==> config.mk <==
export PLATFORM = sky130hd
export DESIGN_NAME = area_cs_decoder
export DESIGN_NICKNAME = d
export VERILOG_FILES = /design/src/rtl/area_cs_pkg.sv /design/src/rtl/area_cs_ctrl.sv /design/src/rtl/area_cs_datapath.sv /design/src/rtl/area_cs_decoder.sv
export SDC_FILE = /design/constraint.sdc
export NUM_CORES = 1
export LEC_CHECK = 0
export ABC_AREA = 1
export BUFFER_PORTS_ARGS = -buffer_cell sky130_fd_sc_hd__buf_2
export CELL_PAD_IN_SITES_DETAIL_PLACEMENT = 0
export CELL_PAD_IN_SITES_GLOBAL_PLACEMENT = 1
export CORE_ASPECT_RATIO = 1.2
export CORE_MARGIN = 1
export CORE_UTILIZATION = 23
export CTS_CLUSTER_DIAMETER = 40
export DETAILED_ROUTE_END_ITERATION = 12
export PLACE_DENSITY = 0.84
export SLEW_MARGIN = 20
export SYNTH_ARGS = -nofsm -noshare
export SYNTH_HDL_FRONTEND = slang
export SYNTH_SLANG_ARGS = --single-unit
==> constraint.sdc <==
create_clock -name clk -period 1.84 [get_ports clk]
set_input_delay 0.092 -clock clk [delete_from_list [all_inputs] [get_ports clk]]
set_output_delay 0.092 -clock clk [all_outputs]
set_load 0.03 [all_outputs]
==> src/rtl/area_cs_pkg.sv <==
package area_cs_pkg;
  localparam int NUM_AREAS  = 8;
  localparam int AREA_SEL_W = $clog2(NUM_AREAS);

  typedef enum logic [1:0] {
    TGT_EXT = 2'd0,
    TGT_ROM = 2'd1,
    TGT_RAM = 2'd2,
    TGT_IO  = 2'd3
  } target_e;

  typedef struct packed {
    logic                 active;
    logic                 romMode;
    logic                 ramOn;
    logic                 burstSel;
    logic [NUM_AREAS-1:0] dirBits;
  } ctl_strobes_t;
endpackage

==> src/rtl/area_cs_ctrl.sv <==
module area_cs_ctrl
  import area_cs_pkg::*;
(
  input  logic                 clk,
  input  logic                 rstN,
  input  logic                 busStrobe,
  input  logic                 romExtMode,
  input  logic                 ramEnable,
  input  logic                 area0Burst,
  input  logic                 dirWe,
  input  logic [NUM_AREAS-1:0] dirData,
  output ctl_strobes_t         ctl
);
  logic [NUM_AREAS-1:0] dirQ;

  always_ff @(posedge clk or negedge rstN) begin
    if (!rstN)      dirQ <= '0;
    else if (dirWe) dirQ <= dirData;
  end

  always_comb begin
    ctl.active   = busStrobe;
    ctl.romMode  = romExtMode;
    ctl.ramOn    = ramEnable;
    ctl.burstSel = area0Burst;
    ctl.dirBits  = dirQ;
  end

  // a write lands one cycle later
  p_dir_load_r10: assert property (@(posedge clk) disable iff (!rstN)
    dirWe |=> dirQ == $past(dirData));
  // without a write the register holds
  p_dir_hold_r10: assert property (@(posedge clk) disable iff (!rstN)
    !dirWe |=> $stable(dirQ));
endmodule

==> src/rtl/area_cs_datapath.sv <==
module area_cs_datapath
  import area_cs_pkg::*;
#(
  parameter int ADDR_W   = 24,
  parameter int unsigned ROM_SIZE = 32'h0008_0000,
  parameter int unsigned RAM_BASE = 32'h00FF_0000,
  parameter int unsigned RAM_SIZE = 32'h0000_8000,
  parameter int unsigned IO_BASE  = 32'h00FF_F000,
  parameter int unsigned IO_SIZE  = 32'h0000_1000
)(
  input  logic                 clk,
  input  logic                 rstN,
  input  logic [ADDR_W-1:0]    addr,
  input  ctl_strobes_t         ctl,
  output logic [NUM_AREAS-1:0] csN,
  output logic [NUM_AREAS-1:0] csOe,
  output logic                 isExternal,
  output target_e              accTarget,
  output logic                 areaBurst
);
  localparam int unsigned RAM_END = RAM_BASE + RAM_SIZE;
  localparam int unsigned IO_END  = IO_BASE + IO_SIZE;
  localparam int          SEL_LO  = ADDR_W - AREA_SEL_W;

  logic [31:0]           addrW;
  logic [AREA_SEL_W-1:0] areaIdx;
  logic                  hitRom, hitRam, hitIo;
  target_e               tgt;
  logic                  extHit;

  assign addrW   = 32'(addr);
  assign areaIdx = addr[ADDR_W-1:SEL_LO];

  always_comb begin
    hitRom = ctl.romMode && (addrW < ROM_SIZE);
    hitRam = ctl.ramOn && (addrW >= RAM_BASE) && (addrW < RAM_END);
    hitIo  = (addrW >= IO_BASE) && (addrW < IO_END);
    if (hitIo)       tgt = TGT_IO;
    else if (hitRam) tgt = TGT_RAM;
    else if (hitRom) tgt = TGT_ROM;
    else             tgt = TGT_EXT;
  end

  assign extHit     = ctl.active && (tgt == TGT_EXT);
  assign isExternal = extHit;
  assign accTarget  = ctl.active ? tgt : TGT_EXT;
  assign areaBurst  = ctl.active && ctl.burstSel && (areaIdx == '0);

  for (genvar i = 0; i < NUM_AREAS; i++) begin : g_cs
    assign csN[i]  = ~(extHit && (areaIdx == AREA_SEL_W'(i)));
    assign csOe[i] = ctl.dirBits[i];
  end

  // never more than one chip select low
  p_one_cs_r1: assert property (@(posedge clk) disable iff (!rstN)
    $countones(~csN) <= 1);
  // idle bus keeps every select high
  p_idle_r2: assert property (@(posedge clk) disable iff (!rstN)
    !ctl.active |-> (csN == '1) && !isExternal);
  // internal target never raises a chip select
  p_int_no_cs_r12: assert property (@(posedge clk) disable iff (!rstN)
    (accTarget != TGT_EXT) |-> (csN == '1));
  // burst flag only for area 0
  p_burst_area0_r9: assert property (@(posedge clk) disable iff (!rstN)
    areaBurst |-> (addr[ADDR_W-1:SEL_LO] == '0) && ctl.active);
endmodule

==> src/rtl/area_cs_decoder.sv <==
module area_cs_decoder
  import area_cs_pkg::*;
#(
  parameter int ADDR_W   = 24,
  parameter int unsigned ROM_SIZE = 32'h0008_0000,
  parameter int unsigned RAM_BASE = 32'h00FF_0000,
  parameter int unsigned RAM_SIZE = 32'h0000_8000,
  parameter int unsigned IO_BASE  = 32'h00FF_F000,
  parameter int unsigned IO_SIZE  = 32'h0000_1000
)(
  input  logic                 clk,
  input  logic                 rstN,
  input  logic [ADDR_W-1:0]    busAddr,
  input  logic                 busStrobe,
  input  logic                 romExtMode,
  input  logic                 ramEnable,
  input  logic                 area0Burst,
  input  logic                 dirWe,
  input  logic [NUM_AREAS-1:0] dirData,
  output logic [NUM_AREAS-1:0] csN,
  output logic [NUM_AREAS-1:0] csOe,
  output logic                 isExternal,
  output logic [1:0]           accTarget,
  output logic                 areaBurst
);
  ctl_strobes_t ctl;
  target_e      tgt;

  area_cs_ctrl u_ctrl (
    .clk(clk), .rstN(rstN), .busStrobe(busStrobe), .romExtMode(romExtMode),
    .ramEnable(ramEnable), .area0Burst(area0Burst), .dirWe(dirWe),
    .dirData(dirData), .ctl(ctl)
  );

  area_cs_datapath #(
    .ADDR_W(ADDR_W), .ROM_SIZE(ROM_SIZE), .RAM_BASE(RAM_BASE),
    .RAM_SIZE(RAM_SIZE), .IO_BASE(IO_BASE), .IO_SIZE(IO_SIZE)
  ) u_dp (
    .clk(clk), .rstN(rstN), .addr(busAddr), .ctl(ctl), .csN(csN),
    .csOe(csOe), .isExternal(isExternal), .accTarget(tgt),
    .areaBurst(areaBurst)
  );

  assign accTarget = tgt;
endmodule

==> impl_metrics.yaml <==
status:
  status: "finished clean"
worst_setup_path:
  end_kind: "output port"
  crit_chain: "buf_2 -> nand2_1 -> nor2_1 -> o21ai_2 -> nand3_1 -> buf_2"
  critical_path.top_delay_family: "compound AO/OA/AOI/OAI gates"
  start_kind: "input port"
  slowest_delay_ns: 0.35
  required_ns: 1.75
  critPathBufInv: 2
  r2r-start: "u_ctrl.dirQ[3]"
  crit_path_top_delay_cell: "o21ai_2"
  arrival_ns: 1.01
  startpoint: "busAddr[15]"
  cp_max_fo: 9
  crit_top_cell: "buf_2"
  criticalPathCategory: "in -> out"
floorplanning:
  num_io_pins: 59
  start_util_pct: 24.5
  die-height_um: 56.3
  rows: 19
  core_sq_mm: 0.00231
  die_x_um: 47.3
  die-area_sq_mm: 0.00266
yosys:
  yosys.area_share.adder_pct: 0
  syn_inst: 73
  ys_top_cells_by_area: "dfrtp_1, mux2_2, nor2_1"
  synthXorXnorAreaFrac_pct: 0
  synth.yosys.warnings: 0
  synth_top_family_by_area: "simple AND/OR/NAND/NOR gates"
  seq_area_frac_synth_pct: 35.4
  ys_seq_elements: 8
  synth_enable_flop_cells: 0
  async_flop_share_pct: 100
  synth_flop_cell: "dfrtp_1"
  netlist_area_sq_um: 566
  synth_mux_area_share_pct: 15.9
  synth_nets: 112
  syn_area_per_cell_sq_um: 7.75
  synth_top_area_share_pct: 35.4
  synth_top_cell_by_area: "dfrtp_1"
  synthSimpleGateAreaFrac_pct: 37.4
  synth.distinct_cells: 16
  synth_compound_area_share_pct: 3.10
routing:
  drt-total-wl_um: 1440
  first_iter_violations: 6
  ant_nets: 0
  first_pass_iters: 3
  vias: 654
  drcViolationCount: 0
  wl_per_cell_um: 9.41
  via_per_inst: 4.27
layout:
  fin_nets: 163
  antennaDiodeCount: 0
  final_cells: 153
  top_regs: "u_ctrl.dirQ: 8 flops"
  largest_register: "u_ctrl.dirQ"
  largest_reg_flops: 8
  fin_util_pct: 37.4
  drive_gt1_share_pct: 54.9
  syn2layout_area_growth_pct: 52.4
  fillers: 248
power_and_ir_drop:
  vdd_ir_drop_max_v: 0.000370
  power_mw: 0.497
  p_per_area_mw_per_mm2: 576
  p_leak_nw: 0.460
global_routing:
  grt_overflow: 0
  grt_pass1_vias: 595
  antenna_found_initial: 0
  grt_pass1_wl_um: 2080
  grt_use_met3_pct: 1.29
  grtUsageMet2_pct: 19.8
  grtUsageTotal_pct: 10.4
  met1_usage_pct: 10.1
  grt_max_degree: 10
  top_usage_layer: "met2"
clock_network:
  path_clk_slew_ns: 0.05
  post-cts-setup-buffer-count: 0
  ctsRootBufferMaster: "clkbuf_4"
  cts_made_buffers: 3
  numClockSinks: 8
  cts_max_level: 1
  clockBufferDepth: 2
  holdBufCountCts: 1
  insertion_delay_ns: 0.25
  cts_resized: 0
  cts_tree: "built"
placed_design:
  hpwl_um: 1230
  dp_cells: 149
  gp_congestion: 0.691
  numPortBuffers: 46
sta:
  worst_slew_pin_slew_ns: 0.397
  finalSetupViolCount: 0
  max_slew_margin_pct: 73.5
  setup_tns_ns: 0
  rsz0062_at_grt: "false"
  fin_skew_ns: 0
  timing.fmax_ghz: 0.911
  min_period_ns: 1.10
  hold_viol: 0
  finalCritPeriodShare_pct: 59.6
  whs_ns: 0.0717
  slew_viol_final: 0
hold_path:
  hold_start: "dirData[7]"
  hp-class: "in -> reg"
run:
  cap_violations: 0
stage by stage:
| stage | setup slack (ns) | area [sq um] |
|---|---|---|
| 2_1_floorplan | 0.902 | 566 |
| 3_3_place_gp | 0.742 | 830 |
| 3_5_place_dp | 0.727 | 830 |
| 4_1_cts | 0.728 | 862 |
| 5_1_grt | 0.656 | 862 |
| 6_report | 0.743 | 862 |
Yosys cell counts (2+ instances only):
cell and n:
nor2_1 14, nand2_1 11, nand3_1 10, inv_1 9, dfrtp_1 8, mux2_2 8, inv_2 2, nand2_2 2
nor2_2 2
layout by cell type, fill, tap and decap left out, drive strengths merged:
cell type | synthesis | layout
a21oi | 1 | 1
buf | 1 | 46
clkbuf | 0 | 3
dfrtp | 8 | 8
dlygate4sd3 | 0 | 1
inv | 11 | 11
mux2 | 8 | 8
nand2 | 13 | 13
nand3 | 10 | 10
nor2 | 18 | 18
nor3 | 1 | 1
o21ai | 1 | 1
or2 | 1 | 1
power breakdown:
| group | switching (mW) | leakage [nW] | total [mW] | internal, mW |
|---|---|---|---|---|
| registers | 0.00843 | 0.0935 | 0.202 | 0.194 |
| clock network | 0.0538 | 0.0138 | 0.128 | 0.0742 |
| logic | 0.102 | 0.353 | 0.166 | 0.0641 |
| total | 0.164 | 0.460 | 0.497 | 0.332 |
path summary, 6_finish.rpt:
check | depth (start not counted) | endpoint | slack [ns]
hold / removal | 2 | u_ctrl.dirQ[7] | 0.07
setup / recovery | 6 | csN[7] | 0.74
max in group asynchronous | 2 | u_ctrl.dirQ[4] | 1.46
min in group asynchronous | 2 | u_ctrl.dirQ[7] | 0.22
hold reg to reg | 1 | u_ctrl.dirQ[6] | 0.50
setup reg to reg | 1 | u_ctrl.dirQ[3] | 1.09
area by class of cell:
class / count / area [sq um] / area share (%)
Clock buffer: 3 / 22.5 / 2.61
Inverter: 11 / 41.3 / 4.79
Multi-Input combinational cell: 53 / 319 / 37.0
Sequential cell: 8 / 200 / 23.2
Tap cell: 31 / 38.8 / 4.50
Timing Repair Buffer: 47 / 240 / 27.9
cell families after synthesis:
kind of cell           count (synthesis)
AND/OR/NAND/NOR                       43
buffers and inverters                 12
multiplexers                           8
flip-flops                             8
AO/OA/AOI/OAI                          2
routing by layer:
metal	vias to the layer above	wire, um
li1	329	-
met3	2	159
met1	283	541
met4	0	19
met5	-	0
met2	40	719
Note: power is estimated with default switching activity, not from simulation.
